[src/rtl/tile_seq.sv]
module tile_seq #(
  parameter int DW = 16,
  parameter int AW = 32,
  parameter int CW = 32
) (
  input  logic          clk,
  input  logic          rst_n,
  input  logic          start,
  input  logic [DW-1:0] dim_m,
  input  logic [DW-1:0] dim_n,
  input  logic [DW-1:0] dim_k,
  input  logic [2*DW-1:0] tile_cfg,
  input  logic [AW-1:0] base_a,
  input  logic [AW-1:0] base_b,
  input  logic [AW-1:0] base_c,
  output logic          cmd_valid,
  output logic [2:0]    cmd_op,
  output logic [AW-1:0] cmd_addr,
  input  logic          cmd_done,
  output logic          busy,
  output logic          done,
  output logic [CW-1:0] run_count
);
  typedef enum logic [2:0] {
    S_CLR = 3'd0, S_LDA = 3'd1, S_LDB = 3'd2, S_RUN = 3'd3, S_STC = 3'd4, S_IDLE = 3'd7
  } st_t;

  st_t st;
  logic [DW-1:0] m_r, n_r, k_r, tm_r, tn_r, mi, ki, ni;
  logic [AW-1:0] ba_r, bb_r, bc_r;

  function automatic logic [AW-1:0] zx(input logic [DW-1:0] v);
    return AW'(v);
  endfunction

  wire [AW-1:0] a_addr = ba_r + zx(mi) * zx(n_r) + zx(ni);
  wire [AW-1:0] b_addr = bb_r + zx(ni) * zx(k_r) + zx(ki);
  wire [AW-1:0] c_addr = bc_r + ((zx(mi) * zx(k_r) + zx(ki)) << 2);

  wire ni_last = ({1'b0, ni} + {1'b0, tn_r}) >= {1'b0, n_r};
  wire ki_last = ({1'b0, ki} + {1'b0, tn_r}) >= {1'b0, k_r};
  wire mi_last = ({1'b0, mi} + {1'b0, tm_r}) >= {1'b0, m_r};
  wire empty_job = (dim_m == '0) || (dim_n == '0) || (dim_k == '0) ||
                   (tile_cfg[DW-1:0] == '0) || (tile_cfg[2*DW-1:DW] == '0);

  assign busy      = (st != S_IDLE);
  assign cmd_valid = busy;
  assign cmd_op    = st;

  always_comb begin
    case (st)
      S_LDA:        cmd_addr = a_addr;
      S_LDB:        cmd_addr = b_addr;
      S_CLR, S_STC: cmd_addr = c_addr;
      default:      cmd_addr = '0;
    endcase
  end

  always_ff @(posedge clk or negedge rst_n) begin
    if (!rst_n) begin
      st <= S_IDLE;
      done <= 1'b0;
      run_count <= '0;
      {m_r, n_r, k_r, tm_r, tn_r, mi, ki, ni} <= '0;
      {ba_r, bb_r, bc_r} <= '0;
    end else begin
      done <= 1'b0;
      if (st == S_IDLE) begin
        if (start) begin
          m_r <= dim_m; n_r <= dim_n; k_r <= dim_k;
          tm_r <= tile_cfg[DW-1:0]; tn_r <= tile_cfg[2*DW-1:DW];
          ba_r <= base_a; bb_r <= base_b; bc_r <= base_c;
          mi <= '0; ki <= '0; ni <= '0;
          run_count <= '0;
          if (empty_job) done <= 1'b1;
          else st <= S_CLR;
        end
      end else if (cmd_done) begin
        case (st)
          S_CLR: st <= S_LDA;
          S_LDA: st <= S_LDB;
          S_LDB: st <= S_RUN;
          S_RUN: begin
            run_count <= run_count + 1'b1;
            if (ni_last) st <= S_STC;
            else begin ni <= ni + tn_r; st <= S_LDA; end
          end
          S_STC: begin
            ni <= '0;
            if (!ki_last) begin ki <= ki + tn_r; st <= S_CLR; end
            else begin
              ki <= '0;
              if (mi_last) begin st <= S_IDLE; done <= 1'b1; end
              else begin mi <= mi + tm_r; st <= S_CLR; end
            end
          end
          default: st <= S_IDLE;
        endcase
      end
    end
  end

  AST_CMD_HOLD: assert property (@(posedge clk) disable iff (!rst_n)
    (cmd_valid && !cmd_done) |=> (cmd_valid && $stable(cmd_op) && $stable(cmd_addr)));
  AST_CLR_THEN_LDA: assert property (@(posedge clk) disable iff (!rst_n)
    (cmd_valid && cmd_done && cmd_op == 3'd0) |=> (cmd_valid && cmd_op == 3'd1));
  AST_LDB_THEN_RUN: assert property (@(posedge clk) disable iff (!rst_n)
    (cmd_valid && cmd_done && cmd_op == 3'd2) |=> (cmd_valid && cmd_op == 3'd3));
  AST_RUN_COUNT: assert property (@(posedge clk) disable iff (!rst_n)
    (cmd_valid && cmd_done && cmd_op == 3'd3) |=> (run_count == $past(run_count) + 1'b1));
  AST_DONE_IDLE: assert property (@(posedge clk) disable iff (!rst_n)
    done |-> (!busy && !cmd_valid));
  AST_IDLE_STAYS: assert property (@(posedge clk) disable iff (!rst_n)
    (!busy && !start) |=> !busy);
endmodule

[config.mk]
export PLATFORM = sky130hd
export DESIGN_NAME = tile_seq
export DESIGN_NICKNAME = d
export VERILOG_FILES = /design/src/rtl/tile_seq.sv
export SDC_FILE = /design/constraint.sdc
export NUM_CORES = 2
export LEC_CHECK = 0
export ABC_CLOCK_PERIOD_IN_PS = 14870
export BUFFER_PORTS_ARGS = -buffer_cell sky130_fd_sc_hd__buf_2
export CAP_MARGIN = 25
export CORE_MARGIN = 3
export CORE_UTILIZATION = 65
export CTS_BUF_LIST = sky130_fd_sc_hd__clkbuf_8
export CTS_CLUSTER_SIZE = 28
export DETAILED_ROUTE_END_ITERATION = 6
export PLACE_DENSITY = 0.84
export SKIP_LAST_GASP = 1
export SYNTH_ARGS = -nofsm -noshare
export SYNTH_HDL_FRONTEND = slang
export SYNTH_SLANG_ARGS = --single-unit
[constraint.sdc]
create_clock -name clk -period 14.87 [get_ports clk]
set_input_delay 1.487 -clock clk [delete_from_list [all_inputs] [get_ports clk]]
set_output_delay 1.487 -clock clk [all_outputs]
set_load 0.005 [all_outputs]
==> flow_summary.ini <==
[synth]
netlist.area_leader.share_pct = 32.76
synth-main-ff-cell = dfrtp_1
synth_cell_types = 92
synth_most_common_cell = inv_1
synth_edf_count = 0
synth_area_um2 = 42470
syn-instance-count = 4938
synthTopCellsByArea = fa_1 (33%), dfrtp_1 (15%), ha_1 (12%)
synth.top_cells.by_count = inv_1 (988), nand2_1 (972), fa_1 (695)
synth_top_area_cell = fa_1
async_flop_share_pct = 100.0
ys_seq_elements = 260
ys_warn_count = 0
syn-num-nets = 6229
ys_seq_area_share_pct = 15.33
avgSynthCellArea_um2 = 8.600

[timing]
skew_ps = 30.47
rsz0062_at_grt = no
max_freq_mhz = 83.62
tns_ps = 0
hold_viol_final = 0
period_needed_ps = 11960
relSlewSlack_pct = 24.00
worst_slew_pin_slew_ps = 1140
slew_viol_final = 0
post-route-period-util_pct = 80.42
setup_viol = 0

[run]
maxCapViolCount = 0

[detailed_routing]
wl_met1_um = 47270
vias = 35120
drt-initial-drc-count = 3229
via_per_inst = 5.871
wl_met2_um = 59170
top_layer_used = met5
firstDrtPassIters = 7
routed_wl_um = 129400
dr_wl_met3_um = 14760
routedWlPerCell_um = 21.64
ant_nets = 0
drc = 2

[clock_network]
cts-root-buf = clkbuf_8
cts_sinks = 260
cts_made_buffers = 49
clk_pin_slew_ps = 60
postCtsHoldBufs = 0
clk_latency_ps = 660
htreeDepth = 2
cts_setup_buffers = 0
cts_buffer_depth = 3
cts_tree = done
cts_resized = 0

[global_routing]
grt_pass1_vias = 36380
grt_max_degree = 104
track_usage_pct = 39.00
grt_pass1_wl_um = 201700
grt_overflow = 0
antenna_found_initial = 14

[die]
die-area_um2 = 68440
initial_core_util_pct = 65.76
rows = 93
die_w_um = 261.6
core_um2 = 64580
dieHeight_um = 261.6
ios = 250

[cells_and_area]
seqCellArea_um2 = 6510
n_fill_cell = 4928
final_core_util_pct = 70.39
areaGrowthSynthToFinish_pct = 7.047
drive_above_1_share_pct = 8.416
fin_nets = 6376
multiInputGateArea_um2 = 31460

[critical_path]
worstSetupPathType = flop to output port
worstPathRequired_ps = 13380
regToRegSetupSlack_ps = 9350
setup.worst_path.end_class = output port
worstSetupStartpointType = flop
arrival_ps = 10470
cp_common_cell = fa_1
cp_max_fo = 22
slowest_stage = dfrtp_1
slowest_delay_ps = 1090

[hold_path]
hp-class = flop to flop

[placement]
place_congestion = 0.9925
dpl.hpwl_um = 102900
numPortBuffers = 249

[run_status]
violations = design-rule violations
status = complete, but fails checks
-- worst paths after layout --
kind	from	end	cells past startpoint
max reg2reg	ki[0]	mi[13]	22
max	mi[6]	cmd_addr[30]	31
min in group asynchronous	rst_n	bb_r[11]	1
min	bc_r[0]	bc_r[0]	2
max in group asynchronous	rst_n	run_count[17]	3
min reg2reg	bc_r[0]	bc_r[0]	2
-- metrics by stage --
step	hold WS, ps	area, um^2	instances	worst slack (ps)
after floorplan	446.6	42470	4938	5438
after global placement	468.3	44330	5884	3679
after detailed placement	469.5	44370	5886	3719
after CTS	484.5	45410	5973	2969
after global routing	507.7	45450	5977	2461
final	480.2	45460	5982	2911
-- flip-flops by register name, summed over array words and instances (netlist names) --
| signal | flops |
|---|---|
| mi | 16 |
| bb_r | 32 |
| tn_r | 16 |
| m_r | 16 |
| n_r | 16 |
| k_r | 16 |
| done | 1 |
| ba_r | 32 |
| tm_r | 16 |
| ni | 16 |
| run_count | 32 |
| cmd_op | 3 |
| bc_r | 32 |
| ki | 16 |
-- routing by layer --
layer	vias to the layer above	global-route usage, %
met3	492	10.67
met1	17230	48.74
met5	-	0
met2	1903	62.37
met4	16	20.39
li1	15480	-
-- layout make-up --
class / count / share of cell area, %
clock inverters: 30 / 0.5697
repair buffers: 293 / 3.567
clock buffers: 57 / 1.726
flip-flops and latches: 260 / 14.32
inverters: 998 / 8.240
well taps: 855 / 2.353
diodes: 6 / 0.03303
multi-input cells: 3483 / 69.19
-- worst max-delay path: cells and delay by family, from the launching register on --
kind	cells	cell delay, ps
AOI/OAI and AO/OA	8	2290
xor gates and xnor gates	1	180
adders and majority gates	8	3650
buffers and inverters	6	1000
DFF	1	1090
and+or+nand+nor	8	1610
-- placed cells by master (no fill, tap or decap), types with 10 or more instances in the layout --
cell	count
inv_1	1003
o21bai_1	19
fa_1	695
nand4_1	21
a21oi_1	126
a22o_1	18
a31oi_1	11
xnor2_1	102
nand2_1	971
nand2b_1	16
buf_2	248
or3_1	15
clkbuf_8	57
nor4_1	23
dfrtp_1	257
mux2i_1	18
o21a_1	30
a21o_1	66
and2_1	68
a211oi_1	19
and3_1	17
nor3_1	33
nor2_1	343
buf_4	39
xor2_1	66
a22oi_1	21
nor2b_1	23
nand3_1	32
o21ai_0	163
clkinv_1	10
ha_1	416
-- cells by family after synthesis --
kind of cell	Yosys count	synth area share, %
compound gates	576	8.968
xor+xnor	168	3.465
fa+ha+maj	1111	45.02
buf+inv	1195	10.65
flops	260	15.33
mux	34	0.9192
simple gates	1594	15.65
Power is not shown: default switching activity piles up to over one toggle a cycle in this logic, so the estimate is an artifact.
